==> src/rtl/ring_env_pkg.sv <==
package ring_env_pkg;

    // Registered output stage of the envelope detector
    typedef struct packed {
        logic env_n;   // active-low envelope
        logic wake;    // one-clock falling-edge marker
    } env_out_t;

endpackage

==> src/rtl/ring_env_sync.sv <==
module ring_env_sync #(
    parameter int unsigned STAGES = 2
) (
    input  logic clk_i,
    input  logic rst_ni,
    input  logic d_i,
    output logic q_o
);
    logic [STAGES-1:0] sh_d, sh_q;

    always_comb begin
        sh_d = {sh_q[STAGES-2:0], d_i};
    end

    always_ff @(posedge clk_i or negedge rst_ni) begin
        if (!rst_ni) sh_q <= '0;
        else         sh_q <= sh_d;
    end

    assign q_o = sh_q[STAGES-1];
endmodule

==> src/rtl/ring_env_hold.sv <==
module ring_env_hold #(
    parameter int unsigned HOLD_W = 24
) (
    input  logic              clk_i,
    input  logic              rst_ni,
    input  logic              trig_s_i,
    input  logic [HOLD_W-1:0] hold_i,
    output logic              active_o,
    output logic [HOLD_W-1:0] cnt_o
);
    localparam logic [HOLD_W-1:0] CNT_ONE = HOLD_W'(1);

    typedef struct packed {
        logic [HOLD_W-1:0] cnt;
    } hold_st_t;

    hold_st_t st_d, st_q;

    // Retriggerable one-shot: each trigger sample reloads, else count down
    always_comb begin
        st_d = st_q;
        if (trig_s_i)
            st_d.cnt = hold_i;
        else if (st_q.cnt != '0)
            st_d.cnt = st_q.cnt - CNT_ONE;
    end

    always_ff @(posedge clk_i or negedge rst_ni) begin
        if (!rst_ni) st_q <= '0;
        else         st_q <= st_d;
    end

    assign active_o = trig_s_i | (st_q.cnt != '0);
    assign cnt_o    = st_q.cnt;
endmodule

==> src/rtl/ring_env_out.sv <==
module ring_env_out
    import ring_env_pkg::*;
(
    input  logic clk_i,
    input  logic rst_ni,
    input  logic trig_s_i,
    input  logic active_i,
    input  logic bypass_i,
    output logic env_no,
    output logic wake_o
);
    env_out_t st_d, st_q;
    logic     low;

    always_comb begin
        low        = bypass_i ? trig_s_i : active_i;
        st_d.env_n = ~low;
        st_d.wake  = st_q.env_n & low;
    end

    always_ff @(posedge clk_i or negedge rst_ni) begin
        if (!rst_ni) begin
            st_q.env_n <= 1'b1;
            st_q.wake  <= 1'b0;
        end else begin
            st_q <= st_d;
        end
    end

    assign env_no = st_q.env_n;
    assign wake_o = st_q.wake;
endmodule

==> src/rtl/ring_env_detector.sv <==
module ring_env_detector #(
    parameter int unsigned HOLD_W      = 24,
    parameter int unsigned SYNC_STAGES = 2
) (
    input  logic              clk_i,
    input  logic              rst_ni,
    input  logic              trig_i,
    input  logic [HOLD_W-1:0] hold_ticks_i,
    input  logic              bypass_i,
    output logic              env_no,
    output logic              wake_o
);
    logic              trig_s;
    logic              hold_active;
    logic [HOLD_W-1:0] hold_cnt;

    ring_env_sync #(.STAGES(SYNC_STAGES)) u_sync (
        .clk_i  (clk_i),
        .rst_ni (rst_ni),
        .d_i    (trig_i),
        .q_o    (trig_s)
    );

    ring_env_hold #(.HOLD_W(HOLD_W)) u_hold (
        .clk_i    (clk_i),
        .rst_ni   (rst_ni),
        .trig_s_i (trig_s),
        .hold_i   (hold_ticks_i),
        .active_o (hold_active),
        .cnt_o    (hold_cnt)
    );

    ring_env_out u_out (
        .clk_i    (clk_i),
        .rst_ni   (rst_ni),
        .trig_s_i (trig_s),
        .active_i (hold_active),
        .bypass_i (bypass_i),
        .env_no   (env_no),
        .wake_o   (wake_o)
    );
endmodule

==> config.mk <==
export PLATFORM = sky130hd
export DESIGN_NAME = ring_env_detector
export DESIGN_NICKNAME = d
export VERILOG_FILES = /design/src/rtl/ring_env_pkg.sv /design/src/rtl/ring_env_sync.sv /design/src/rtl/ring_env_hold.sv /design/src/rtl/ring_env_out.sv /design/src/rtl/ring_env_detector.sv
export SDC_FILE = /design/constraint.sdc
export NUM_CORES = 1
export LEC_CHECK = 0
export BUFFER_PORTS_ARGS = -buffer_cell sky130_fd_sc_hd__buf_4
export CORE_AREA = 2 2 66 62
export DETAILED_ROUTE_END_ITERATION = 12
export DIE_AREA = 0 0 68 64
export PLACE_DENSITY = 0.71
export SLEW_MARGIN = 20
export SYNTH_ARGS = -nofsm -noshare
export SYNTH_HDL_FRONTEND = slang
export SYNTH_SLANG_ARGS = --single-unit
export TNS_END_PERCENT = 5
==> constraint.sdc <==
create_clock -name clk_i -period 2.5 [get_ports clk_i]
set_input_delay 0.125 -clock clk_i [delete_from_list [all_inputs] [get_ports clk_i]]
set_output_delay 0.125 -clock clk_i [all_outputs]
set_load 0.02 [all_outputs]
-- Word level (Yosys, flattened, before mapping)
Index checks and enable logic that the tools add are counted.
Widths: inputs -> output; s select.
- flip-flop bits (word level): 28
- latch bits: 0
- bits in writable memories: 0
- ROM bits: 0
- input port bits: 28
- output and inout port bits: 2
- logic and storage cells: 13
- memories: 0
- add/sub/neg operators: 1
- multipliers: 0
- divide/modulo/power cells: 0
- $lt $le $gt $ge: 0
- equality and inequality tests: 0
- shifts and indexed selects: 0
- mux-type cells: 3
- bitwise operators: 3
- reductions and logical operators: 2
- operators by type and width (kind ; count):
    $mux 24 ; 2
    $reduce_bool 24->1 ; 1
    $sub 24x1->24 const B ; 1
    $reduce_bool 2->1 ; 1
    $and 1x1->1 ; 1
    $mux 1 ; 1
    $not 1->1 ; 1
    $or 1x1->1 ; 1

-- Depth between registers and ports, before layout
- depth after elaboration: 4
- mapped depth: 8

-- Hierarchy
Synthesis repeated with hierarchy kept, for this count alone.
- cell total of the unflattened synthesis: 185
- area, all modules: 1595.3 sq um
- modules (own cells, without submodules) (module ; times used ; cells each ; area each (sq um)):
    ring_env_hold ; 1 ; 179 ; 1477.7
    ring_env_out ; 1 ; 4 ; 67.6
    ring_env_sync ; 1 ; 2 ; 50.0

-- Worst setup path before layout
Ideal clock, no wire load.
- path kind: register -> register
- start point: register u_hold.st_q, in the netlist u_hold.cnt_o[10]
- end point: register u_hold.st_q, in the netlist u_hold.cnt_o[3]
- setup time: 145 ps
- arrival: 1713 ps
- setup slack: 642 ps
- stages on the path, launching flop included: 7
- path buffers: 1
- path through: dfrtp_1 nor4_2 nand2_2 or4_4 buf_6 a21oi_1 a311oi_1
- word-level cells in the longest chain between the ends: 2
- RTL lines (element ; line ; source):
    from (decl) ; ring_env_hold.sv:17 ; hold_st_t st_d, st_q;
    from (signal assigned) ; ring_env_hold.sv:30 ; else st_q <= st_d;
    $reduce_bool 24->1 ; ring_env_hold.sv:24 ; else if (st_q.cnt != '0)
    $reduce_bool 2->1 (no line) ; n/a ;
Every way passes these cells.
A chain may end at the register's enable or synchronous reset.

-- Worst setup path after layout
- start point: register u_hold.st_q, in the netlist u_hold.cnt_o[17]
- end point: register u_hold.st_q, in the netlist u_hold.cnt_o[4]
The elaborated chain is that of the path after synthesis.

==> results.md <==
* Status: finished, final reports clean
* Pins Over Slew Limit at 0
* Reg-to-reg critical path startpoint: u_hold.cnt_o[17]$_DFFE_PN0N_
* Ant diodes at 0
* Mux cell area share after synthesis at 0.00704
* Fin crit share at 0.822
* Commonest cells post-synth: dfrtp_1 (27), nor2_1 (26), a21oi_1 (19), nor3_1 (16), nand2_1 (13)
* Area occupied by multi-input gates at 848 um2
* Global-route wire length before repair at 5.93 mm
* Sum Neg Setup Slack at 0 ps
* Dominant cells by area after synthesis: dfrtp_1 (42%), nor2_1 (6.1%), a21oi_1 (5.9%)
* Total gr overflow at 0
* Initial DRC Count at 115
* Post-Synth Adder-Cell Area at 0.0156
* CP Capture Type: register
* DR vias at 1399
* WL per Instance at 13.4 um
* Critical Path AT at 2200 ps
* Critical Path RT at 2650 ps
* Syn Inst Count at 181
* Clk buf depth at 2
* CP max stage cell: or4_4
* Final HPWL DP at 2.38 mm
* Worst R2R End: u_hold.cnt_o[4]$_DFFE_PN0N_
* Die area at 4350 um2
* H-tree depth at 1
* TritonRoute pass-1 iters at 4
* Hold depth at 3
* FF+latch count, synth at 28
* Fin util at 0.538
* Async SR Flop Fraction at 1.00
* Main combinational cell family by area after synthesis: simple AND/OR/NAND/NOR gates
* Hold WC Path Type: in -> reg
* Critical-path cell list: nor3_1 -> nand3b_1 -> or4_4 -> a21oi_1 -> a311oi_1
* Sequential Area at 702 um2
* Post-synthesis cell area at 1600 um2
* Worst-Skew Late Latency at 280 ps
* YS warnings at 0
* Fill cells at 360
* Die W at 68 um
* # port buffers at 29
* Max VDD drop at 0.352 mV
* Static Leak at 0.765 nW
* Setup violations, final at 0
* Num rows at 21
* Worst R2R Path Depth at 5
* CTS tree: done
* Largest net degree at the start of global routing at 31
* Number of global-route vias before repair at 1284
* NumNets Final at 244
* DRC at 0
* Area of the core at 3630 um2
* Syn_nets at 211
* WL final at 3.47 mm
* Ratio of cells with drive above 1 in the final layout at 0.230
* CP peak stage delay at 700 ps
* Synth-to-layout area growth at 21.8%
* Reg clk slew, reported paths at 100 ps
* Initial antenna violation count at 0
* Pwr/cell area at 514 nW/um2
* Worst-margin pin slew at 415 ps
* Ports at 30
* Area share of the largest cell type after synthesis at 0.422
* Synthesized area per cell at 8.84 um2
* CTS root buf: clkbuf_8
* WHS Endpoint: u_out.env_no$_DFF_PN1_
* DIE HEIGHT at 64 um
* Post-synth EDFFs at 0
* Fin. Hold Viols at 0
* Most frequent cell after synthesis: dfrtp_1
* RePlAce Congestion at 0.848
* Peak Freq at 487 MHz
* CP startpoint kind: register
* Register area share after synthesis at 0.439
* Area fraction in compound gates after synthesis at 0.178
* Final worst path period need at 2050 ps
* Synth cell types at 41
* Num CTS Buffers at 3
* # clock sinks at 28
* Simple-gate share of the synthesized area at 0.291
* Skew final at 2.42 ps
* R2r setup slk at 450 ps
* Hold_sp: bypass_i
* Crit-path max FO at 22
* Synth area leader: dfrtp_1
* Antenna viol nets, final at 0
* Main flop type after synthesis: dfrtp_1
* Crit Path Class: reg -> reg
* Vias per Instance at 5.40
* XOR/XNOR Fraction of Synth Area at 0.0383
* Rel. slew slack at 0.721
* RSZ-0062 raised after global routing: no
* GRT Overall Usage at 0.176
* Initial Utilization at 0.441
* Max cap viols at 0
## state kept, by name (all words and copies together), names as in the netlist
signal	flops
u_hold.cnt_o	24
u_sync.sh_q	2
u_out.env_no	1
u_out.wake_o	1
## critical path: cells and delay by family, from the launching register on
| kind | cells | cell delay, ps |
|---|---|---|
| compound gates | 2 | 250 |
| flops | 1 | 450 |
| simple gates | 3 | 1210 |
## final cells by class
cell class                 count  share of cell area
tap                           46              0.0295
clock buffer                   4              0.0282
inverter                       3             0.00578
sequential                    28               0.360
timing repair buffer          36               0.141
multi-input combinational    142               0.435
## worst max path at each step
stage	startpoint	end
after floorplan	u_hold.cnt_o[10]$_DFFE_PN0N_	u_hold.cnt_o[3]$_DFFE_PN0N_
after global placement	u_hold.cnt_o[10]$_DFFE_PN0N_	u_hold.cnt_o[11]$_DFFE_PN0N_
after detailed placement	u_hold.cnt_o[10]$_DFFE_PN0N_	u_hold.cnt_o[4]$_DFFE_PN0N_
after CTS	u_hold.cnt_o[17]$_DFFE_PN0N_	u_hold.cnt_o[4]$_DFFE_PN0N_
after global routing	u_hold.cnt_o[15]$_DFFE_PN0N_	u_hold.cnt_o[8]$_DFFE_PN0N_
final	u_hold.cnt_o[17]$_DFFE_PN0N_	u_hold.cnt_o[4]$_DFFE_PN0N_
## power by group
part / switching [mW] / internal, mW / total [mW]
Clock: 0.147 / 0.141 / 0.288
Sequential: 0.0508 / 0.495 / 0.546
Combinational: 0.0781 / 0.0896 / 0.168
Total: 0.275 / 0.726 / 1.00
## cell families (layout without fill, tap and decap cells)
group	Yosys count	in the layout
muxes	1	1
xor gates and xnor gates	7	7
DFF	28	28
AOI/OAI and AO/OA	45	45
buffers and inverters	11	43
and+or+nand+nor	87	87
adders and majority gates	2	2
## metrics by stage
stage	std cells	hold slack [ps]	power [mW]	instance area, um2	setup slack (ps)
2_1_floorplan	181	-171	0.645	1600	642
3_3_place_gp	253	69.7	0.719	1870	486
6_report	259	51.6	1.00	1950	446
4_1_cts	259	51.1	1.01	1950	461
5_1_grt	259	60.5	1.06	1950	276
3_5_place_dp	253	70.8	0.721	1870	471
## timing repair
action,4_1_cts,5_1_grt
buffers inserted,0,0
gates resized for setup,0,0
hold buffers,2,0
hold endpoints to repair,28,0
## metal layers
layer,part of all wire,vias up,global-route usage
met4,0.0066,0,0.0375
met2,0.43,27,0.257
met3,0.055,2,0.0458
met1,0.51,644,0.259
li1,-,726,-
met5,0,-,0
## placed cells by master (no fill, tap or decap), types with 2 or more instances in the layout
master and n:
a211oi_1 3, a21oi_1 19, a311oi_1 7, and3_1 2, buf_4 34, clkbuf_8 4
dfrtp_1 27, dlygate4sd3_1 2, ha_1 2, inv_1 2, nand2_1 13, nand2_2 2
nand3_1 2, nand4_1 2, nor2_1 26, nor2b_1 2, nor3_1 16, nor3b_1 3
nor4_1 4, nor4_2 2, o211ai_1 3, o21ai_0 8, or2_2 4, or3_1 2
xnor2_1 6
Note: power is estimated with default switching activity, not from simulation.
